**src/rtl/regwin_pkg.sv**
```systemverilog
// Shared types and helpers for the sub-word register window decoder.
// Assumes a 32-bit little-endian target word of four byte lanes.
package regwin_pkg;

    localparam int WORD_BYTES = 4;
    localparam int WORD_W     = 8 * WORD_BYTES;

    // Which target an address (or a merge fetch) resolves to.
    typedef enum logic [1:0] {
        TGT_NONE = 2'd0,
        TGT_CORE = 2'd1,
        TGT_DMA  = 2'd2,
        TGT_CTL  = 2'd3
    } tgt_e;

    // Read-merge-write sequencer state.
    typedef enum logic [1:0] {
        SQ_IDLE  = 2'd0,
        SQ_FETCH = 2'd1,
        SQ_ISSUE = 2'd2
    } seq_e;

    // Byte-lane enables for an access of (size_m1 + 1) bytes, unshifted.
    function automatic logic [WORD_BYTES-1:0] lane_mask(input logic [1:0] size_m1);
        logic [WORD_BYTES-1:0] m;
        for (int b = 0; b < WORD_BYTES; b++) begin
            m[b] = (b <= int'(size_m1));
        end
        return m;
    endfunction

endpackage

```
**src/rtl/regwin_addr_map.sv**
```systemverilog
// Address map: resolves a byte address to the target used for a word
// access, the target used as the merge source, and each bank's word index.
// Assumes all region bounds are multiples of four bytes.
module regwin_addr_map
    import regwin_pkg::*;
#(
    parameter int ADDR_W     = 7,
    parameter int CORE_END   = 64,
    parameter int DMA_END    = 96,
    parameter int CTL_WORD   = 112,
    parameter int MERGE_HI   = 116,
    parameter int CORE_IDX_W = 4,
    parameter int DMA_IDX_W  = 3
) (
    input  logic [ADDR_W-1:0]     addr,
    output tgt_e                  acc_tgt,
    output tgt_e                  mrg_src,
    output logic [CORE_IDX_W-1:0] core_idx,
    output logic [DMA_IDX_W-1:0]  dma_idx
);

    logic [ADDR_W-1:0] word_addr;

    // Purpose: align the address down to its word.
    always_comb begin
        word_addr = {addr[ADDR_W-1:2], 2'b00};
    end

    // Purpose: pick the access target and the merge-source target.
    always_comb begin
        if (int'(word_addr) < CORE_END) begin
            acc_tgt = TGT_CORE;
            mrg_src = TGT_CORE;
        end else if (int'(word_addr) < DMA_END) begin
            acc_tgt = TGT_DMA;
            mrg_src = TGT_DMA;
        end else begin
            acc_tgt = (int'(word_addr) == CTL_WORD) ? TGT_CTL : TGT_NONE;
            mrg_src = (int'(word_addr) < MERGE_HI) ? TGT_CTL : TGT_NONE;
        end
    end

    // Purpose: translate the address into each bank's word index.
    always_comb begin
        core_idx = word_addr[CORE_IDX_W+1:2];
        dma_idx  = DMA_IDX_W'((word_addr - ADDR_W'(CORE_END)) >> 2);
    end

endmodule

```
**src/rtl/regwin_lanes.sv**
```systemverilog
// Byte-lane datapath: merges write bytes into a current word and extracts
// read bytes from a target word. Purely combinational; little-endian lanes.
module regwin_lanes
    import regwin_pkg::*;
(
    input  logic [WORD_W-1:0] cur_word,
    input  logic [WORD_W-1:0] wdata,
    input  logic [WORD_W-1:0] rd_word,
    input  logic [1:0]        size_m1,
    input  logic [1:0]        boff,
    output logic [WORD_W-1:0] merged,
    output logic [WORD_W-1:0] extracted
);

    logic [WORD_BYTES-1:0] lmask;
    logic [WORD_W-1:0]     bmask;
    logic [4:0]            shamt;

    // Purpose: lane enables and bit shift for this access.
    always_comb begin
        lmask = lane_mask(size_m1);
        shamt = {boff, 3'b000};
    end

    // One byte-wide mask slice per lane.
    for (genvar b = 0; b < WORD_BYTES; b++) begin : g_lane
        assign bmask[8*b +: 8] = {8{lmask[b]}};
    end

    // Purpose: write merge keeps untouched lanes; read extract right-aligns.
    always_comb begin
        merged    = (cur_word & ~(bmask << shamt)) | ((wdata & bmask) << shamt);
        extracted = (rd_word >> shamt) & bmask;
    end

    // Extract of freshly merged lanes must return the written bytes.
    always_comb begin
        if (rd_word == merged) begin
            p_merge_roundtrip_r6: assert (((extracted ^ wdata) & bmask & ({WORD_W{1'b1}} >> shamt)) == '0);
        end
    end

endmodule

```
**src/rtl/regwin_seq.sv**
```systemverilog
// Read-merge-write sequencer: on a narrow or misaligned write it holds the
// request, fetches and merges in one cycle, issues the write in the next.
// Assumes the host only presents requests while ready is high.
module regwin_seq
    import regwin_pkg::*;
#(
    parameter int ADDR_W = 7
) (
    input  logic              clk,
    input  logic              rst_n,
    input  logic              host_req,
    input  logic              host_we,
    input  logic              host_full,
    input  logic [ADDR_W-1:0] host_addr,
    input  logic [1:0]        host_size,
    input  logic [WORD_W-1:0] host_wdata,
    input  logic [WORD_W-1:0] merged_in,
    output logic              ready,
    output logic              issue,
    output logic [ADDR_W-1:0] p_addr,
    output logic [1:0]        p_size,
    output logic [WORD_W-1:0] p_wdata,
    output logic [WORD_W-1:0] p_merged
);

    seq_e state;

    assign ready = (state == SQ_IDLE);
    assign issue = (state == SQ_ISSUE);

    // Purpose: step the sequence and hold the pending write.
    always_ff @(posedge clk) begin
        if (!rst_n) begin
            state    <= SQ_IDLE;
            p_addr   <= '0;
            p_size   <= '0;
            p_wdata  <= '0;
            p_merged <= '0;
        end else begin
            case (state)
                SQ_IDLE: begin
                    if (host_req && host_we && !host_full) begin
                        p_addr  <= host_addr;
                        p_size  <= host_size;
                        p_wdata <= host_wdata;
                        state   <= SQ_FETCH;
                    end
                end
                SQ_FETCH: begin
                    p_merged <= merged_in;
                    state    <= SQ_ISSUE;
                end
                default: begin
                    state <= SQ_IDLE;
                end
            endcase
        end
    end

    p_fetch_to_issue_r9: assert property (@(posedge clk) disable iff (!rst_n)
        (state == SQ_FETCH) |=> (state == SQ_ISSUE));

    p_issue_to_idle_r9: assert property (@(posedge clk) disable iff (!rst_n)
        (state == SQ_ISSUE) |=> (state == SQ_IDLE));

    p_hold_pending_r9: assert property (@(posedge clk) disable iff (!rst_n)
        (state == SQ_FETCH) |=> $stable(p_addr) && $stable(p_size));

endmodule

```
**src/rtl/regwin_decoder.sv**
```systemverilog
// Top of the sub-word register window: routes host accesses to the SCSI
// core bank, the DMA bank or the bus-and-control register, widens narrow
// writes into merged full-word writes, and extracts narrow read data.
// Assumes target read data is combinational on the index, and that only
// the rd strobes (never the index alone) cause target read side effects.
module regwin_decoder
    import regwin_pkg::*;
#(
    parameter  int ADDR_W     = 7,
    parameter  int CORE_END   = 64,
    parameter  int DMA_END    = 96,
    parameter  int CTL_WORD   = 112,
    parameter  int MERGE_HI   = 116,
    localparam int CORE_IDX_W = $clog2(CORE_END / WORD_BYTES),
    localparam int DMA_IDX_W  = $clog2((DMA_END - CORE_END) / WORD_BYTES)
) (
    input  logic                  clk,
    input  logic                  rst_n,
    input  logic                  host_req,
    input  logic                  host_we,
    input  logic [ADDR_W-1:0]     host_addr,
    input  logic [1:0]            host_size,
    input  logic [WORD_W-1:0]     host_wdata,
    output logic                  host_ready,
    output logic                  host_rvalid,
    output logic [WORD_W-1:0]     host_rdata,
    output logic                  core_rd,
    output logic                  core_wr,
    output logic [CORE_IDX_W-1:0] core_idx,
    input  logic [WORD_W-1:0]     core_rdata,
    output logic                  dma_rd,
    output logic                  dma_wr,
    output logic [DMA_IDX_W-1:0]  dma_idx,
    input  logic [WORD_W-1:0]     dma_rdata,
    output logic                  ctl_wr,
    input  logic [WORD_W-1:0]     ctl_rdata,
    output logic [WORD_W-1:0]     tgt_wdata
);

    tgt_e              acc_tgt;
    tgt_e              mrg_src;
    logic [ADDR_W-1:0] p_addr, cur_addr;
    logic [1:0]        p_size, cur_size;
    logic [WORD_W-1:0] p_wdata, p_merged, cur_wdata;
    logic [WORD_W-1:0] cur_word, rd_word, merged, extracted;
    logic              issue, accept, rd_acc, full_shape, full_wr, wr_go;

    // Purpose: classify the incoming request.
    always_comb begin
        accept     = host_req && host_ready;
        full_shape = (host_size == 2'b11) && (host_addr[1:0] == 2'b00);
        rd_acc     = accept && !host_we;
        full_wr    = accept && host_we && full_shape;
    end

    // Purpose: while busy, decode from the held request instead of the port.
    always_comb begin
        cur_addr  = host_ready ? host_addr  : p_addr;
        cur_size  = host_ready ? host_size  : p_size;
        cur_wdata = host_ready ? host_wdata : p_wdata;
    end

    regwin_addr_map #(
        .ADDR_W    (ADDR_W),
        .CORE_END  (CORE_END),
        .DMA_END   (DMA_END),
        .CTL_WORD  (CTL_WORD),
        .MERGE_HI  (MERGE_HI),
        .CORE_IDX_W(CORE_IDX_W),
        .DMA_IDX_W (DMA_IDX_W)
    ) u_map (
        .addr    (cur_addr),
        .acc_tgt (acc_tgt),
        .mrg_src (mrg_src),
        .core_idx(core_idx),
        .dma_idx (dma_idx)
    );

    // Purpose: select the merge-source word and the read word.
    always_comb begin
        case (mrg_src)
            TGT_CORE: cur_word = core_rdata;
            TGT_DMA:  cur_word = dma_rdata;
            TGT_CTL:  cur_word = ctl_rdata;
            default:  cur_word = '0;
        endcase
        case (acc_tgt)
            TGT_CORE: rd_word = core_rdata;
            TGT_DMA:  rd_word = dma_rdata;
            TGT_CTL:  rd_word = ctl_rdata;
            default:  rd_word = '0;
        endcase
    end

    regwin_lanes u_lanes (
        .cur_word (cur_word),
        .wdata    (cur_wdata),
        .rd_word  (rd_word),
        .size_m1  (cur_size),
        .boff     (cur_addr[1:0]),
        .merged   (merged),
        .extracted(extracted)
    );

    regwin_seq #(
        .ADDR_W(ADDR_W)
    ) u_seq (
        .clk       (clk),
        .rst_n     (rst_n),
        .host_req  (host_req),
        .host_we   (host_we),
        .host_full (full_shape),
        .host_addr (host_addr),
        .host_size (host_size),
        .host_wdata(host_wdata),
        .merged_in (merged),
        .ready     (host_ready),
        .issue     (issue),
        .p_addr    (p_addr),
        .p_size    (p_size),
        .p_wdata   (p_wdata),
        .p_merged  (p_merged)
    );

    // Purpose: target strobes; reads strobe only on host reads.
    always_comb begin
        wr_go     = full_wr || issue;
        core_wr   = wr_go && (acc_tgt == TGT_CORE);
        dma_wr    = wr_go && (acc_tgt == TGT_DMA);
        ctl_wr    = wr_go && (acc_tgt == TGT_CTL);
        core_rd   = rd_acc && (acc_tgt == TGT_CORE);
        dma_rd    = rd_acc && (acc_tgt == TGT_DMA);
        tgt_wdata = issue ? p_merged : host_wdata;
    end

    // Purpose: register the read response one cycle after acceptance.
    always_ff @(posedge clk) begin
        if (!rst_n) begin
            host_rvalid <= 1'b0;
            host_rdata  <= '0;
        end else begin
            host_rvalid <= rd_acc;
            if (rd_acc) begin
                host_rdata <= extracted;
            end
        end
    end

    p_merge_no_strobe_r8: assert property (@(posedge clk) disable iff (!rst_n)
        !host_ready |-> !core_rd && !dma_rd);

    p_one_write_r3: assert property (@(posedge clk) disable iff (!rst_n)
        $onehot0({core_wr, dma_wr, ctl_wr}));

    p_rvalid_next_r4: assert property (@(posedge clk) disable iff (!rst_n)
        (host_req && host_ready && !host_we) |=> host_rvalid);

    p_rvalid_pulse_r4: assert property (@(posedge clk) disable iff (!rst_n)
        host_rvalid |-> $past(host_ready));

    p_full_no_stall_r5: assert property (@(posedge clk) disable iff (!rst_n)
        (host_req && host_ready && host_we && full_shape) |=> host_ready);

    p_stall_two_r9: assert property (@(posedge clk) disable iff (!rst_n)
        $fell(host_ready) |=> !host_ready);

    p_stall_ends_r9: assert property (@(posedge clk) disable iff (!rst_n)
        (!host_ready && $past(!host_ready)) |=> host_ready);

endmodule

```
**config.mk**
```make
export PLATFORM = sky130hd
export DESIGN_NAME = regwin_decoder
export DESIGN_NICKNAME = d
export VERILOG_FILES = /design/src/rtl/regwin_pkg.sv /design/src/rtl/regwin_addr_map.sv /design/src/rtl/regwin_lanes.sv /design/src/rtl/regwin_seq.sv /design/src/rtl/regwin_decoder.sv
export SDC_FILE = /design/constraint.sdc
export NUM_CORES = 1
export LEC_CHECK = 0
export CAP_MARGIN = 20
export CELL_PAD_IN_SITES_DETAIL_PLACEMENT = 0
export CELL_PAD_IN_SITES_GLOBAL_PLACEMENT = 1
export CORE_MARGIN = 1
export CORE_UTILIZATION = 47
export DETAILED_ROUTE_END_ITERATION = 6
export DONT_BUFFER_PORTS = 1
export GPL_TIMING_DRIVEN = 1
export PLACE_DENSITY = 0.87
export SLEW_MARGIN = 20
export SYNTH_ARGS = -nofsm -noshare
export SYNTH_HDL_FRONTEND = slang
export SYNTH_SLANG_ARGS = --single-unit
```
**constraint.sdc**
```tcl
create_clock -name clk -period 2.8 [get_ports clk]
set_input_delay 0.28 -clock clk [delete_from_list [all_inputs] [get_ports clk]]
set_output_delay 0.28 -clock clk [all_outputs]
set_load 0.02 [all_outputs]
```
Word-level counts from Yosys, hierarchy flattened
Cells that the tools add are included.
{"block": "totals", "ff_bits": 108, "latchBits": 0, "ramBits": 0, "rom_bits": 0, "output_inout_bits": 78, "wordCells": 65, "mem_count": 0}
{"block": "classes", "add_sub_neg": 1, "mul": 0, "div": 0, "order_cmp": 6, "eq_ne": 11, "shift": 3, "n_mux": 14, "n_bitwise": 5, "reduce_logical": 18}
{"cell": "$pmux 32 s3", "n": 2}
{"cell": "$and 32x32->32", "n": 3}
{"cell": "$mux 32", "n": 2}
{"cell": "$shl 32x5->32", "n": 2}
{"cell": "$not 32->32", "n": 1}
{"cell": "$or 32x32->32", "n": 1}
{"cell": "$shr 32x5->32", "n": 1}
{"cell": "$lt 7x7->1 const B", "n": 3}
{"cell": "$mux 2", "n": 8}
{"cell": "$eq 2x2->1 const B", "n": 6}
{"cell": "$logic_and 1x1->1", "n": 12}
{"cell": "$mux 7", "n": 1}
{"cell": "$eq 2x1->1 const B", "n": 3}
{"cell": "$eq 5x3->1 const B", "n": 1}
{"cell": "$sub 5x1->5 const B", "n": 1}
{"cell": "$le 2x2->1 const A", "n": 2}
{"cell": "$logic_not 2->1", "n": 2}
{"cell": "$pmux 2 s2", "n": 1}
{"cell": "$le 1x2->1 const A", "n": 1}
{"cell": "$logic_not 1->1", "n": 2}
{"cell": "$ne 2x1->1 const B", "n": 1}
{"cell": "$reduce_and 2->1", "n": 1}
{"cell": "$logic_or 1x1->1", "n": 1}

Longest topological paths before layout
Gate-level depths: netlist of run 1.
{"block": "depth", "depth_word": 10, "depth_mapped": 10, "mapped_depth_nobuf": 8}

Hierarchy
Synthesis of run 1 repeated with hierarchy kept, for this count alone.
{"block": "unflattened", "hier_cells": 925, "hier_area_um2": 8275.4}
{"mod": "regwin_decoder", "n_inst": 1, "cells_per_inst": 388, "area_each_um2": 3875.0, "seq_area_each_um2": 660.6}
{"mod": "regwin_seq", "n_inst": 1, "cells_per_inst": 326, "area_each_um2": 2940.3, "seq_area_each_um2": 1501.4}
{"mod": "regwin_lanes", "n_inst": 1, "cells_per_inst": 195, "area_each_um2": 1342.5, "seq_area_each_um2": 0.0}
{"mod": "regwin_addr_map", "n_inst": 1, "cells_per_inst": 16, "area_each_um2": 117.6, "seq_area_each_um2": 0.0}

Least setup slack after synthesis of run 1
Ideal clock, no wire load.
{"block": "synth_path", "path_type": "register -> output", "start": "register u_seq.state[1]", "end": "output port core_wr", "arrival_ns": 2.036, "required_time_ns": 2.520, "path_slack_ns": 0.484, "stages_incl_launch_ff": 8, "path_buffers": 3, "path_cell_list": "dfxtp_1 > or2_1 > buf_6 > inv_6 > mux2i_1 > clkbuf_1 > clkbuf_1 > nor2b_1"}
{"block": "synth_between", "elab_chain_len": 8, "elab_cells_between_ends": 15, "cone_classes": "order compare: 2; eq/ne: 3; mux: 4; reduce/logical: 6"}
{"element": "start: declaration", "line": "regwin_seq.sv:26", "text": "seq_e state;"}
{"element": "start signal: assignment", "line": "regwin_seq.sv:34", "text": "state <= SQ_IDLE;"}
{"element": "start signal: assignment", "line": "regwin_seq.sv:46", "text": "state <= SQ_FETCH;"}
{"element": "start signal: assignment", "line": "regwin_seq.sv:51", "text": "state <= SQ_ISSUE;"}
{"element": "parallel branches: the longest is 7 deep, another holds $lt 7x7->1"}
{"element": "$logic_and 1x1->1 *", "line": "regwin_decoder.sv:128", "text": "core_wr = wr_go && (acc_tgt == TGT_CORE);"}
{"element": "end: declaration", "line": "regwin_decoder.sv:28", "text": "output logic core_wr,"}
Mark *: on every way between the ends.

Worst setup path in the final report of run 1
{"block": "layout_path", "start": "register u_seq.state[1]", "end": "register host_rdata[28]"}
{"block": "layout_between", "elab_chain_len": 10, "elab_cells_between_ends": 18, "cone_classes": "order compare: 3; eq/ne: 4; shift: 1; mux: 6; bitwise: 1; reduce/logical: 3"}
{"element": "$logic_not 2->1 *", "line": "regwin_seq.sv:28", "text": "assign ready = (state == SQ_IDLE);"}
{"element": "parallel branches: the longest is 9 deep, another holds $lt 7x7->1"}
{"element": "end signal: assignment", "line": "regwin_decoder.sv:144", "text": "host_rdata <= extracted;"}
{"element": "end: declaration", "line": "regwin_decoder.sv:26", "text": "output logic [WORD_W-1:0] host_rdata,"}
Marks and branches as above.
A chain may end at the register's enable or synchronous reset.

==> flow_results.xml, run 1 <==
<?xml version="1.0" encoding="UTF-8"?>
<metrics>
  <group name="timing">
    <metric name="timing.final.ws_setup" unit="ps">167</metric>
    <metric name="rsz0062_at_grt" unit="">no</metric>
    <metric name="setup-tns-final" unit="ps">0</metric>
    <metric name="report.final.slew_viol_count" unit="">0</metric>
    <metric name="finalSetupViolCount" unit="">0</metric>
    <metric name="timing.final.crit_period" unit="ps">2630</metric>
    <metric name="fmax_achieved" unit="MHz">380</metric>
    <metric name="report.final.hold_viol_count" unit="">0</metric>
    <metric name="layout_worst_path_cycle_share" unit="">0.940</metric>
    <metric name="max_slew_margin" unit="">0.335</metric>
    <metric name="worstMarginPinSlew" unit="ps">991</metric>
    <metric name="setup_clock_skew_after_layout" unit="ps">8.07</metric>
  </group>
  <group name="synth">
    <metric name="synthesized_instance_count" unit="">839</metric>
    <metric name="yosysWarnings" unit="">0</metric>
    <metric name="synth_top_cell_by_area" unit="">sky130_fd_sc_hd__dfxtp_1</metric>
    <metric name="synth_area_leaders" unit="">sky130_fd_sc_hd__dfxtp_1, sky130_fd_sc_hd__mux2_2, sky130_fd_sc_hd__nand2_1</metric>
    <metric name="number_of_synthesized_flops_with_an_enable_pin" unit="">0</metric>
    <metric name="synth_area_per_cell" unit="um2">8.37</metric>
    <metric name="synth_seq_cells" unit="">108</metric>
    <metric name="ys_dominant_reg_cell" unit="">sky130_fd_sc_hd__dfxtp_1</metric>
    <metric name="async_reset_ff_frac" unit="">0</metric>
    <metric name="post_synth_num_cell_types" unit="">66</metric>
    <metric name="synthesis.area" unit="mm2">0.00702</metric>
    <metric name="syn-num-nets" unit="">980</metric>
    <metric name="post-synth-top-area-fraction" unit="">0.308</metric>
    <metric name="ys_seq_area_frac" unit="">0.308</metric>
  </group>
  <group name="worst_setup_path">
    <metric name="r2r_cells" unit="">7</metric>
    <metric name="cp-end-kind" unit="">register</metric>
    <metric name="r2r-end" unit="">host_rdata[28]</metric>
    <metric name="timing.critical_path.cells" unit="">or2_1, inv_6, mux2_4, or3_1, nor3_4, a22oi_1, nor2b_1</metric>
    <metric name="critPathArrivalTime" unit="ps">2920</metric>
    <metric name="critPathBufInv" unit="">1</metric>
    <metric name="ff2ff_setup_slack" unit="ps">170</metric>
    <metric name="cp-start-kind" unit="">register</metric>
    <metric name="cp.required" unit="ps">3090</metric>
    <metric name="path_max_fanout" unit="">19</metric>
    <metric name="delay_of_the_slowest_cell_on_the_worst_path" unit="ps">540</metric>
    <metric name="cp_top_family" unit="">simple AND/OR/NAND/NOR gates</metric>
    <metric name="beginning_of_the_worst_register_to_register_path" unit="">u_seq.state[1]</metric>
    <metric name="path_class" unit="">reg -&gt; reg</metric>
    <metric name="critPathSlowestCell" unit="">sky130_fd_sc_hd__or3_1</metric>
  </group>
  <group name="cells_and_area">
    <metric name="stdcell_count" unit="">1006</metric>
    <metric name="area_of_the_multi_input_gates" unit="mm2">0.00449</metric>
    <metric name="layout.filler_cells" unit="">1334</metric>
    <metric name="layout-drive-gt1-share" unit="">0.185</metric>
    <metric name="finish.net_count" unit="">959</metric>
    <metric name="layout-area-overhead-vs-synth" unit="%">7.41</metric>
    <metric name="n_antenna_cell" unit="">0</metric>
    <metric name="register_area" unit="mm2">0.00216</metric>
  </group>
  <group name="hold_path">
    <metric name="whs_endpoint" unit="">u_seq.p_wdata[22]</metric>
    <metric name="min-delay-path-class" unit="">in -&gt; reg</metric>
    <metric name="holdCritStartpoint" unit="">host_wdata[22]</metric>
    <metric name="worstHoldPathCells" unit="">2</metric>
  </group>
  <group name="run">
    <metric name="maxCapViolations" unit="">0</metric>
  </group>
  <group name="floorplanning">
    <metric name="coreArea" unit="mm2">0.0145</metric>
    <metric name="dieHeight" unit="um">124</metric>
    <metric name="dieArea" unit="mm2">0.0154</metric>
    <metric name="initial_standard_cell_utilization_of_the_core" unit="">0.483</metric>
    <metric name="fp-row-count" unit="">44</metric>
    <metric name="die_width" unit="um">124</metric>
    <metric name="floorplan.io_pins" unit="">219</metric>
  </group>
  <group name="routing">
    <metric name="final_antenna_net_count" unit="">0</metric>
    <metric name="drt_pass1_iterations" unit="">7</metric>
    <metric name="route.vias.total" unit="">6961</metric>
    <metric name="wl" unit="um">26600</metric>
    <metric name="detail_routed_net_length_per_standard_cell" unit="um">26.4</metric>
    <metric name="dr.first_iter.drc_count" unit="">868</metric>
    <metric name="post-route-drc-count" unit="">27</metric>
    <metric name="routed_via_count_divided_by_cell_count" unit="">6.92</metric>
  </group>
  <group name="clock_network">
    <metric name="cts-root-buf" unit="">sky130_fd_sc_hd__clkbuf_16</metric>
    <metric name="cts.path.max_buffers" unit="">2</metric>
    <metric name="worst_setup_hold_path_clk_slew" unit="ps">70</metric>
    <metric name="number_of_clock_buffers_inserted_by_tritoncts" unit="">9</metric>
    <metric name="post_cts_buffers" unit="">0</metric>
    <metric name="post_cts.resized_instances" unit="">0</metric>
    <metric name="clock_tree.htree_level_count" unit="">3</metric>
    <metric name="tritoncts" unit="">done</metric>
    <metric name="clock_latency_at_the_later_pin_of_the_worst_skew_pair" unit="ps">360</metric>
    <metric name="cts.sinks" unit="">108</metric>
    <metric name="post_cts_hold_buffer_count" unit="">0</metric>
  </group>
  <group name="global_route">
    <metric name="groute.usage.overall" unit="">0.334</metric>
    <metric name="remaining_global_route_overflow" unit="">0</metric>
    <metric name="global_route_wire_length_before_repair" unit="um">39900</metric>
    <metric name="grt_pass1_vias" unit="">6446</metric>
    <metric name="initial_antenna_violation_count" unit="">0</metric>
    <metric name="maximum_number_of_pins_on_one_net_before_global_route_repair" unit="">109</metric>
  </group>
  <group name="place">
    <metric name="placement.setup.worst_slack" unit="ps">220</metric>
    <metric name="port-buffer-count" unit="">0</metric>
    <metric name="detailedPlacementHpwl" unit="um">20000</metric>
    <metric name="dpl.cell_count" unit="">991</metric>
    <metric name="finalWeightedCongestion" unit="">0.974</metric>
  </group>
  <group name="run_status">
    <metric name="outcome" unit="">complete, but fails checks</metric>
    <metric name="failed_checks" unit="">design-rule violations</metric>
  </group>
  <group name="power_and_ir_drop">
    <metric name="powerDensity" unit="mW/mm2">504</metric>
    <metric name="vdd_drop_max" unit="uV">374</metric>
    <metric name="static-leakage-power" unit="nW">2.78</metric>
  </group>
</metrics>
[cell type report]
| type | count | share of cell area |
|---|---|---|
| multi-input cells | 644 | 0.595 |
| flip-flops and latches | 108 | 0.287 |
| repair buffers | 44 | 0.0471 |
| clock buffers | 12 | 0.0313 |
| well taps | 184 | 0.0305 |
| inverters | 11 | 0.00614 |
| clock inverters | 3 | 0.00299 |
[Yosys cell counts (all sizes together) (12+ instances only)]
library cell and n:
mux2 57, dfxtp 108, o21ai 86, clkbuf 51, a22oi 25, nand2 113
mux2i 13, a21oi 59, nor2 28, a21boi 38, a222oi 16, a221oi 48
and2 12, buf 25
[registers in the layout (all words and copies together) (netlist names)]
name,cells
u_seq.state,2
u_seq.p_size,2
u_seq.p_wdata,32
host_rdata,32
host_rvalid,1
u_seq.p_addr,7
u_seq.p_merged,32
[how the worst max path moves through the flow]
stage                    from             end  slack [ps]  depth (start not counted)
5_1_grt        u_seq.state[0]          ctl_wr          50                          6
4_1_cts        u_seq.state[0]          ctl_wr         170                          6
2_1_floorplan  u_seq.state[1]         core_wr         480                          7
6_report       u_seq.state[1]  host_rdata[28]         170                          7
3_5_place_dp   u_seq.state[1]  host_rdata[28]         220                          7
3_3_place_gp   u_seq.state[1]  host_rdata[31]         310                          7
[power by group]
group	switching, W	internal (W)
clock	0.000594	0.000605
sequential	0.0000841	0.00161
combinational	0.000568	0.000347
total	0.00125	0.00256
[cell families (layout without fill, tap and decap cells)]
| group | Yosys count | count (layout) | share of synthesized area |
|---|---|---|---|
| DFF | 108 | 108 | 0.308 |
| muxes | 70 | 70 | 0.113 |
| buffers and inverters | 87 | 70 | 0.0559 |
| AOI/OAI and AO/OA | 353 | 353 | 0.357 |
| and+or+nand+nor | 221 | 221 | 0.167 |
[per-stage QoR]
| stage | hold slack, ps | util | cell area [um2] | total power, W |
|---|---|---|---|---|
| after detailed placement | 413 | 0.501 | 7280 | 0.00262 |
| after floorplan | 415 | - | 7020 | 0.00237 |
| final | 53.4 | 0.519 | 7540 | 0.00380 |
| after global routing | 48.3 | 0.519 | 7540 | 0.00393 |
| after CTS | 43.1 | 0.519 | 7540 | 0.00379 |
| after global placement | 414 | 0.501 | 7280 | 0.00260 |
[routing by layer]
layer	vias up	wire, um	GRT usage
li1	3149	-	-
met1	3323	10900	0.432
met2	431	12300	0.543
met3	58	2610	0.0772
met4	0	782	0.116
met5	-	0	0
[cell usage in the layout (no fill, tap or decap), drive strengths merged, types with 2 or more instances in the layout]
master / n
or2: 10
nand3: 11
nand2: 113
o21a: 4
buf: 44
or3b: 9
and3: 2
nand2b: 3
o211a: 9
mux2: 57
nor2b: 11
nor2: 28
o2bb2ai: 8
and2: 12
a21o: 9
o31ai: 3
a31o: 8
nor3: 3
or4b: 2
a21oi: 59
a22oi: 25
clkbuf: 12
a211o: 10
nor3b: 9
nor4: 3
inv: 12
a2bb2oi: 8
mux2i: 13
a222oi: 16
dfxtp: 108
a221oi: 48
o21ai: 86
a21boi: 38
clkinv: 2
a22o: 8
or4: 2
o221a: 10
(Power assumes the default switching activity.)
==> run 2: changes to the inputs <==
--- a/config.mk
+++ b/config.mk
@@ -8,6 +8,7 @@
 export CAP_MARGIN = 20
 export CELL_PAD_IN_SITES_DETAIL_PLACEMENT = 0
 export CELL_PAD_IN_SITES_GLOBAL_PLACEMENT = 1
+export CORE_ASPECT_RATIO = 1.25
 export CORE_MARGIN = 1
 export CORE_UTILIZATION = 47
 export DETAILED_ROUTE_END_ITERATION = 6
==> flow_results.xml, run 2 (synthesis gave the netlist of run 1 again) <==
<?xml version="1.0" encoding="UTF-8"?>
<metrics>
  <group name="run_status">
    <metric name="failed_checks" unit="">design-rule violations</metric>
    <metric name="outcome" unit="">complete, but fails checks</metric>
  </group>
  <group name="timing">
    <metric name="setup-tns-final" unit="ps">0</metric>
    <metric name="finalSetupViolCount" unit="">0</metric>
    <metric name="layout_worst_path_cycle_share" unit="">0.955</metric>
    <metric name="rsz0062_at_grt" unit="">no</metric>
    <metric name="max_slew_margin" unit="">0.372</metric>
    <metric name="timing.final.crit_period" unit="ps">2680</metric>
    <metric name="setup_clock_skew_after_layout" unit="ps">7.91</metric>
    <metric name="worstMarginPinSlew" unit="ps">937</metric>
    <metric name="report.final.hold_viol_count" unit="">0</metric>
    <metric name="fmax_achieved" unit="MHz">374</metric>
    <metric name="report.final.slew_viol_count" unit="">0</metric>
  </group>
  <group name="hold_path">
    <metric name="min-delay-path-class" unit="">in -&gt; reg</metric>
  </group>
  <group name="run">
    <metric name="maxCapViolations" unit="">0</metric>
  </group>
  <group name="place">
    <metric name="detailedPlacementHpwl" unit="um">20000</metric>
    <metric name="port-buffer-count" unit="">0</metric>
    <metric name="dpl.cell_count" unit="">982</metric>
    <metric name="finalWeightedCongestion" unit="">1.01</metric>
    <metric name="total_cell_area_at_the_placement_stage" unit="mm2">0.00728</metric>
  </group>
  <group name="clock_network">
    <metric name="tritoncts" unit="">done</metric>
    <metric name="cts.sinks" unit="">108</metric>
    <metric name="cts-root-buf" unit="">sky130_fd_sc_hd__clkbuf_16</metric>
    <metric name="clock_latency_at_the_later_pin_of_the_worst_skew_pair" unit="ps">350</metric>
    <metric name="cts.path.max_buffers" unit="">2</metric>
    <metric name="worst_setup_hold_path_clk_slew" unit="ps">80</metric>
    <metric name="number_of_clock_buffers_inserted_by_tritoncts" unit="">9</metric>
    <metric name="clock_tree.htree_level_count" unit="">3</metric>
  </group>
  <group name="worst_setup_path">
    <metric name="delay_of_the_slowest_cell_on_the_worst_path" unit="ps">460</metric>
    <metric name="cp.required" unit="ps">2520</metric>
    <metric name="cp-end-kind" unit="">output port</metric>
    <metric name="timing.critical_path.cells" unit="">or2_1, inv_6, buf_4, nand2_1, nor2_2, and2_1</metric>
    <metric name="critPathArrivalTime" unit="ps">2400</metric>
    <metric name="critPathSlowestCell" unit="">sky130_fd_sc_hd__nor2_2</metric>
    <metric name="cp-start-kind" unit="">register</metric>
    <metric name="path_class" unit="">reg -&gt; out</metric>
    <metric name="ff2ff_setup_slack" unit="ps">160</metric>
    <metric name="path_max_fanout" unit="">15</metric>
  </group>
  <group name="cells_and_area">
    <metric name="stdcell_count" unit="">998</metric>
    <metric name="layout-area-overhead-vs-synth" unit="%">8.41</metric>
    <metric name="n_antenna_cell" unit="">0</metric>
    <metric name="layout.filler_cells" unit="">1381</metric>
    <metric name="register_area" unit="mm2">0.00216</metric>
    <metric name="layout.cells.most_common_list" unit="">sky130_fd_sc_hd__nand2_1, sky130_fd_sc_hd__dfxtp_1, sky130_fd_sc_hd__o21ai_0, sky130_fd_sc_hd__a21oi_1, sky130_fd_sc_hd__mux2_2</metric>
    <metric name="fin_area" unit="mm2">0.00761</metric>
    <metric name="finish.net_count" unit="">956</metric>
    <metric name="area_of_the_multi_input_gates" unit="mm2">0.00450</metric>
    <metric name="layout.cells.most_common" unit="">sky130_fd_sc_hd__nand2_1</metric>
    <metric name="layout-drive-gt1-share" unit="">0.188</metric>
    <metric name="biggestRegsByFlops" unit="">host_rdata x32, u_seq.p_merged x32, u_seq.p_wdata x32</metric>
  </group>
  <group name="global_route">
    <metric name="remaining_global_route_overflow" unit="">0</metric>
    <metric name="grt_pass1_vias" unit="">6615</metric>
    <metric name="global_route_wire_length_before_repair" unit="um">39400</metric>
    <metric name="groute.usage.overall" unit="">0.333</metric>
    <metric name="grtUsageMet2" unit="">0.560</metric>
    <metric name="grt.busiest_layer" unit="">met2</metric>
    <metric name="globalRouteMet3Util" unit="">0.0795</metric>
    <metric name="maximum_number_of_pins_on_one_net_before_global_route_repair" unit="">109</metric>
    <metric name="use_met1" unit="">0.400</metric>
    <metric name="initial_antenna_violation_count" unit="">0</metric>
  </group>
  <group name="routing">
    <metric name="drt_pass1_iterations" unit="">7</metric>
    <metric name="wl" unit="um">26200</metric>
    <metric name="detail_routed_net_length_per_standard_cell" unit="um">26.3</metric>
    <metric name="routed_via_count_divided_by_cell_count" unit="">6.93</metric>
    <metric name="dr.first_iter.drc_count" unit="">643</metric>
    <metric name="route.vias.total" unit="">6913</metric>
    <metric name="final_antenna_net_count" unit="">0</metric>
    <metric name="post-route-drc-count" unit="">42</metric>
  </group>
  <group name="floorplanning">
    <metric name="die_width" unit="um">111</metric>
    <metric name="coreArea" unit="mm2">0.0145</metric>
    <metric name="dieArea" unit="mm2">0.0154</metric>
    <metric name="fp-row-count" unit="">49</metric>
    <metric name="dieHeight" unit="um">139</metric>
    <metric name="initial_standard_cell_utilization_of_the_core" unit="">0.485</metric>
    <metric name="floorplan.io_pins" unit="">219</metric>
  </group>
  <group name="power_and_ir_drop">
    <metric name="powerDensity" unit="mW/mm2">526</metric>
    <metric name="static-leakage-power" unit="nW">2.81</metric>
    <metric name="vdd_drop_max" unit="uV">405</metric>
  </group>
</metrics>
## run 2: cell types whose count changed in the layout (fill, tap and decap cells not counted), sizes merged
cell | previous run | this run
buf | 44 | 41
clkinv | 2 | 0
clkbuf | 12 | 10
inv | 12 | 13
clkinvlp | 0 | 2
bufinv | 0 | 2
## run 2: worst paths after layout
| path | end | cells after the start | start |
|---|---|---|---|
| worst max-delay path | core_rd | 6 | u_seq.state[1] |
| worst min-delay path | u_seq.p_wdata[20] | 2 | host_wdata[20] |
| worst max register to register | host_rdata[31] | 7 | u_seq.state[1] |
| worst min register to register | u_seq.p_wdata[25] | 2 | u_seq.p_wdata[25] |
## run 2: layout make-up
type	count	share of cell area
clock buffer	10	0.0301
timing repair buffer	41	0.0470
inverter	11	0.00608
multi-input combinational	644	0.591
clock inverter	6	0.0125
sequential	108	0.284
tap	178	0.0293
## run 2: where the power goes
part / total [W] / internal [W] / leakage, nW / switching [W]
Clock: 0.00140 / 0.000795 / 0.151 / 0.000605
Sequential: 0.00169 / 0.00161 / 0.880 / 0.0000849
Combinational: 0.000914 / 0.000350 / 1.77 / 0.000564
## run 2: repair_timing
action,in CTS,in global routing
hold buffers,0,0
setup endpoints to repair,1,1
buffers inserted,0,0
gates resized for setup,1,2
pin swaps,0,0
## run 2: through the flow
| stage | total power (W) | hold slack, ps | util | worst slack, ps |
|---|---|---|---|---|
| global route | 0.00417 | 54.6 | 0.526 | 3.89 |
| finish | 0.00401 | 59.3 | 0.526 | 125 |
| global placement | 0.00261 | 417 | 0.503 | 311 |
| CTS | 0.00401 | 56.0 | 0.526 | 102 |
| detailed placement | 0.00262 | 418 | 0.503 | 236 |
| floorplan | 0.00237 | 415 | - | 484 |
## run 2: critical path, delay by kind of cell, from the launching register on
family / cells / cell delay (ps)
buf+inv: 2 / 460
flops: 1 / 380
simple gates: 4 / 1200
## run 2: layer usage
metal / vias to the layer above / part of all wire
li1: 3131 / -
met1: 3332 / 0.39
met2: 381 / 0.48
met3: 69 / 0.086
met4: 0 / 0.045
met5: - / 0
==> run 3: changes to the inputs <==
--- a/config.mk
+++ b/config.mk
@@ -8,12 +8,14 @@
 export CAP_MARGIN = 20
 export CELL_PAD_IN_SITES_DETAIL_PLACEMENT = 0
 export CELL_PAD_IN_SITES_GLOBAL_PLACEMENT = 1
-export CORE_ASPECT_RATIO = 1.25
+export CORE_ASPECT_RATIO = 1.4
 export CORE_MARGIN = 1
 export CORE_UTILIZATION = 47
 export DETAILED_ROUTE_END_ITERATION = 6
 export DONT_BUFFER_PORTS = 1
+export GPL_ROUTABILITY_DRIVEN = 1
 export GPL_TIMING_DRIVEN = 1
+export HOLD_SLACK_MARGIN = 0.15
 export PLACE_DENSITY = 0.87
 export SLEW_MARGIN = 20
 export SYNTH_ARGS = -nofsm -noshare
==> flow_results.xml, run 3 (synthesis gave the netlist of run 1 again) <==
<?xml version="1.0" encoding="UTF-8"?>
<metrics>
  <group name="timing">
    <metric name="fin_worst_hold_slack" unit="ps">251</metric>
    <metric name="max_slew_margin" unit="">0.305</metric>
    <metric name="rsz0062_at_grt" unit="">no</metric>
    <metric name="setup_clock_skew_after_layout" unit="ps">6.36</metric>
    <metric name="report.final.hold_viol_count" unit="">0</metric>
    <metric name="setup-tns-final" unit="ps">0</metric>
    <metric name="worstMarginPinSlew" unit="ps">1040</metric>
    <metric name="fmax_achieved" unit="MHz">373</metric>
    <metric name="finalSetupViolCount" unit="">0</metric>
    <metric name="timing.final.crit_period" unit="ps">2680</metric>
    <metric name="report.final.slew_viol_count" unit="">0</metric>
    <metric name="layout_worst_path_cycle_share" unit="">0.958</metric>
  </group>
  <group name="cells_and_area">
    <metric name="layout.filler_cells" unit="">1358</metric>
    <metric name="layout-area-overhead-vs-synth" unit="%">14.8</metric>
    <metric name="finish.net_count" unit="">1002</metric>
    <metric name="biggestRegsByFlops" unit="">host_rdata x32, u_seq.p_merged x32, u_seq.p_wdata x32</metric>
    <metric name="stdcell_count" unit="">1055</metric>
    <metric name="layout.cells.most_common" unit="">sky130_fd_sc_hd__nand2_1</metric>
    <metric name="n_antenna_cell" unit="">0</metric>
    <metric name="register_area" unit="mm2">0.00216</metric>
    <metric name="area_of_the_multi_input_gates" unit="mm2">0.00450</metric>
    <metric name="layout.cells.most_common_list" unit="">sky130_fd_sc_hd__nand2_1, sky130_fd_sc_hd__dfxtp_1, sky130_fd_sc_hd__o21ai_0, sky130_fd_sc_hd__a21oi_1, sky130_fd_sc_hd__mux2_2</metric>
    <metric name="layout-drive-gt1-share" unit="">0.181</metric>
  </group>
  <group name="global_route">
    <metric name="initial_antenna_violation_count" unit="">0</metric>
    <metric name="groute.usage.overall" unit="">0.349</metric>
    <metric name="maximum_number_of_pins_on_one_net_before_global_route_repair" unit="">108</metric>
    <metric name="remaining_global_route_overflow" unit="">0</metric>
    <metric name="grt_pass1_vias" unit="">6989</metric>
    <metric name="global_route_wire_length_before_repair" unit="um">41300</metric>
  </group>
  <group name="run">
    <metric name="maxCapViolations" unit="">0</metric>
  </group>
  <group name="floorplanning">
    <metric name="die_width" unit="um">105</metric>
    <metric name="dieHeight" unit="um">147</metric>
    <metric name="floorplan.io_pins" unit="">219</metric>
    <metric name="fp-row-count" unit="">52</metric>
    <metric name="initial_standard_cell_utilization_of_the_core" unit="">0.484</metric>
    <metric name="dieArea" unit="mm2">0.0154</metric>
    <metric name="coreArea" unit="mm2">0.0145</metric>
  </group>
  <group name="worst_setup_path">
    <metric name="cp-start-kind" unit="">register</metric>
    <metric name="critPathArrivalTime" unit="ps">2940</metric>
    <metric name="path_max_fanout" unit="">15</metric>
    <metric name="cp-end-kind" unit="">register</metric>
    <metric name="path_class" unit="">reg -&gt; reg</metric>
    <metric name="cp.required" unit="ps">3060</metric>
  </group>
  <group name="place">
    <metric name="detailedPlacementHpwl" unit="um">20200</metric>
    <metric name="dpl.cell_count" unit="">996</metric>
    <metric name="finalWeightedCongestion" unit="">0.932</metric>
    <metric name="port-buffer-count" unit="">0</metric>
  </group>
  <group name="routing">
    <metric name="wl" unit="um">27400</metric>
    <metric name="detail_routed_net_length_per_standard_cell" unit="um">26.0</metric>
    <metric name="drt_pass1_iterations" unit="">7</metric>
    <metric name="routed_via_count_divided_by_cell_count" unit="">6.83</metric>
    <metric name="dr.first_iter.drc_count" unit="">598</metric>
    <metric name="final_antenna_net_count" unit="">0</metric>
    <metric name="post-route-drc-count" unit="">7</metric>
    <metric name="route.vias.total" unit="">7201</metric>
  </group>
  <group name="clock_network">
    <metric name="cts.sinks" unit="">108</metric>
    <metric name="worst_setup_hold_path_clk_slew" unit="ps">80</metric>
    <metric name="clock_latency_at_the_later_pin_of_the_worst_skew_pair" unit="ps">350</metric>
    <metric name="clock_tree.htree_level_count" unit="">3</metric>
    <metric name="cts.path.max_buffers" unit="">2</metric>
    <metric name="tritoncts" unit="">done</metric>
    <metric name="cts-root-buf" unit="">sky130_fd_sc_hd__clkbuf_16</metric>
    <metric name="number_of_clock_buffers_inserted_by_tritoncts" unit="">9</metric>
  </group>
  <group name="run_status">
    <metric name="failed_checks" unit="">design-rule violations</metric>
    <metric name="outcome" unit="">complete, but fails checks</metric>
  </group>
  <group name="power_and_ir_drop">
    <metric name="p_int" unit="W">0.00272</metric>
    <metric name="power.share.clock" unit="">0.341</metric>
    <metric name="power_switching" unit="W">0.00136</metric>
    <metric name="sequentialPowerShare" unit="">0.415</metric>
    <metric name="powerDensity" unit="mW/mm2">505</metric>
    <metric name="power.combinational.fraction" unit="">0.244</metric>
    <metric name="static-leakage-power" unit="nW">3.00</metric>
    <metric name="swShare" unit="">0.333</metric>
    <metric name="vdd_drop_max" unit="uV">268</metric>
  </group>
  <group name="hold_path">
    <metric name="min-delay-path-class" unit="">in -&gt; reg</metric>
  </group>
</metrics>
[run 3: cell count changes in the layout (fill, tap and decap cells not counted), moves of 2 or more]
cell / delta
sky130_fd_sc_hd__buf_12: -2
sky130_fd_sc_hd__buf_4: +5
sky130_fd_sc_hd__clkinv_4: +2
sky130_fd_sc_hd__clkinvlp_4: -2
sky130_fd_sc_hd__dlygate4sd3_1: +42
[run 3: what timing repair did]
action                     4_1_cts  5_1_grt
setup endpoints to repair        0        1
resized for setup                0        1
buffers inserted                 0        0
hold buffers                    43        0
hold endpoints to repair       108        0
[run 3: area by class of cell]
cell class,count,share of cell area
Clock inverter,6,0.0104
Inverter,11,0.00574
Tap cell,189,0.0293
Sequential cell,108,0.268
Clock buffer,10,0.0284
Timing Repair Buffer,87,0.0996
Multi-Input combinational cell,644,0.558
[run 3: path summary, 6_finish.rpt]
check,startpoint,endpoint,slack [ps],cells past startpoint
hold / removal,ctl_rdata[10],host_rdata[2],250,3
hold reg to reg,u_seq.p_wdata[17],u_seq.p_wdata[17],490,2
setup / recovery,u_seq.state[1],host_rdata[20],120,9
setup reg to reg,u_seq.state[1],host_rdata[20],120,9
[run 3: through the flow]
stage               power [W]  worst slack, ps  utilization  cell area, um2
floorplan             0.00237              484            -            7020
global placement      0.00261              186        0.503            7290
detailed placement    0.00262              125        0.503            7300
CTS                   0.00405             49.1        0.555            8060
global route          0.00421             42.2        0.556            8060
finish                0.00407              117        0.556            8060
[run 3: power groups by stage]
| stage | Combinational [W] | Clock [W] | Sequential (W) |
|---|---|---|---|
| after floorplan | 0.000670 | 0 | 0.00170 |
| after global placement | 0.000886 | 0 | 0.00172 |
| after detailed placement | 0.000898 | 0 | 0.00173 |
| after CTS | 0.000974 | 0.00139 | 0.00169 |
| after global routing | 0.00105 | 0.00146 | 0.00170 |
| final | 0.000994 | 0.00139 | 0.00169 |
[run 3: layer usage]
metal / share of wire / vias up / GRT usage
li1: - / 3235 / -
met1: 0.37 / 3466 / 0.410
met2: 0.50 / 427 / 0.609
met3: 0.085 / 73 / 0.0665
met4: 0.044 / 0 / 0.160
met5: 0 / - / 0
[run 3: critical path, cell delays in order (launching register included)]
cell and delay, ps:
sky130_fd_sc_hd__dfxtp_1 340, sky130_fd_sc_hd__buf_4 160, sky130_fd_sc_hd__o21a_1 310, sky130_fd_sc_hd__nor2_2 260, sky130_fd_sc_hd__buf_4 280, sky130_fd_sc_hd__mux2_1 340
sky130_fd_sc_hd__a221oi_1 450, sky130_fd_sc_hd__buf_4 200, sky130_fd_sc_hd__o21ai_0 70, sky130_fd_sc_hd__and2_1 170
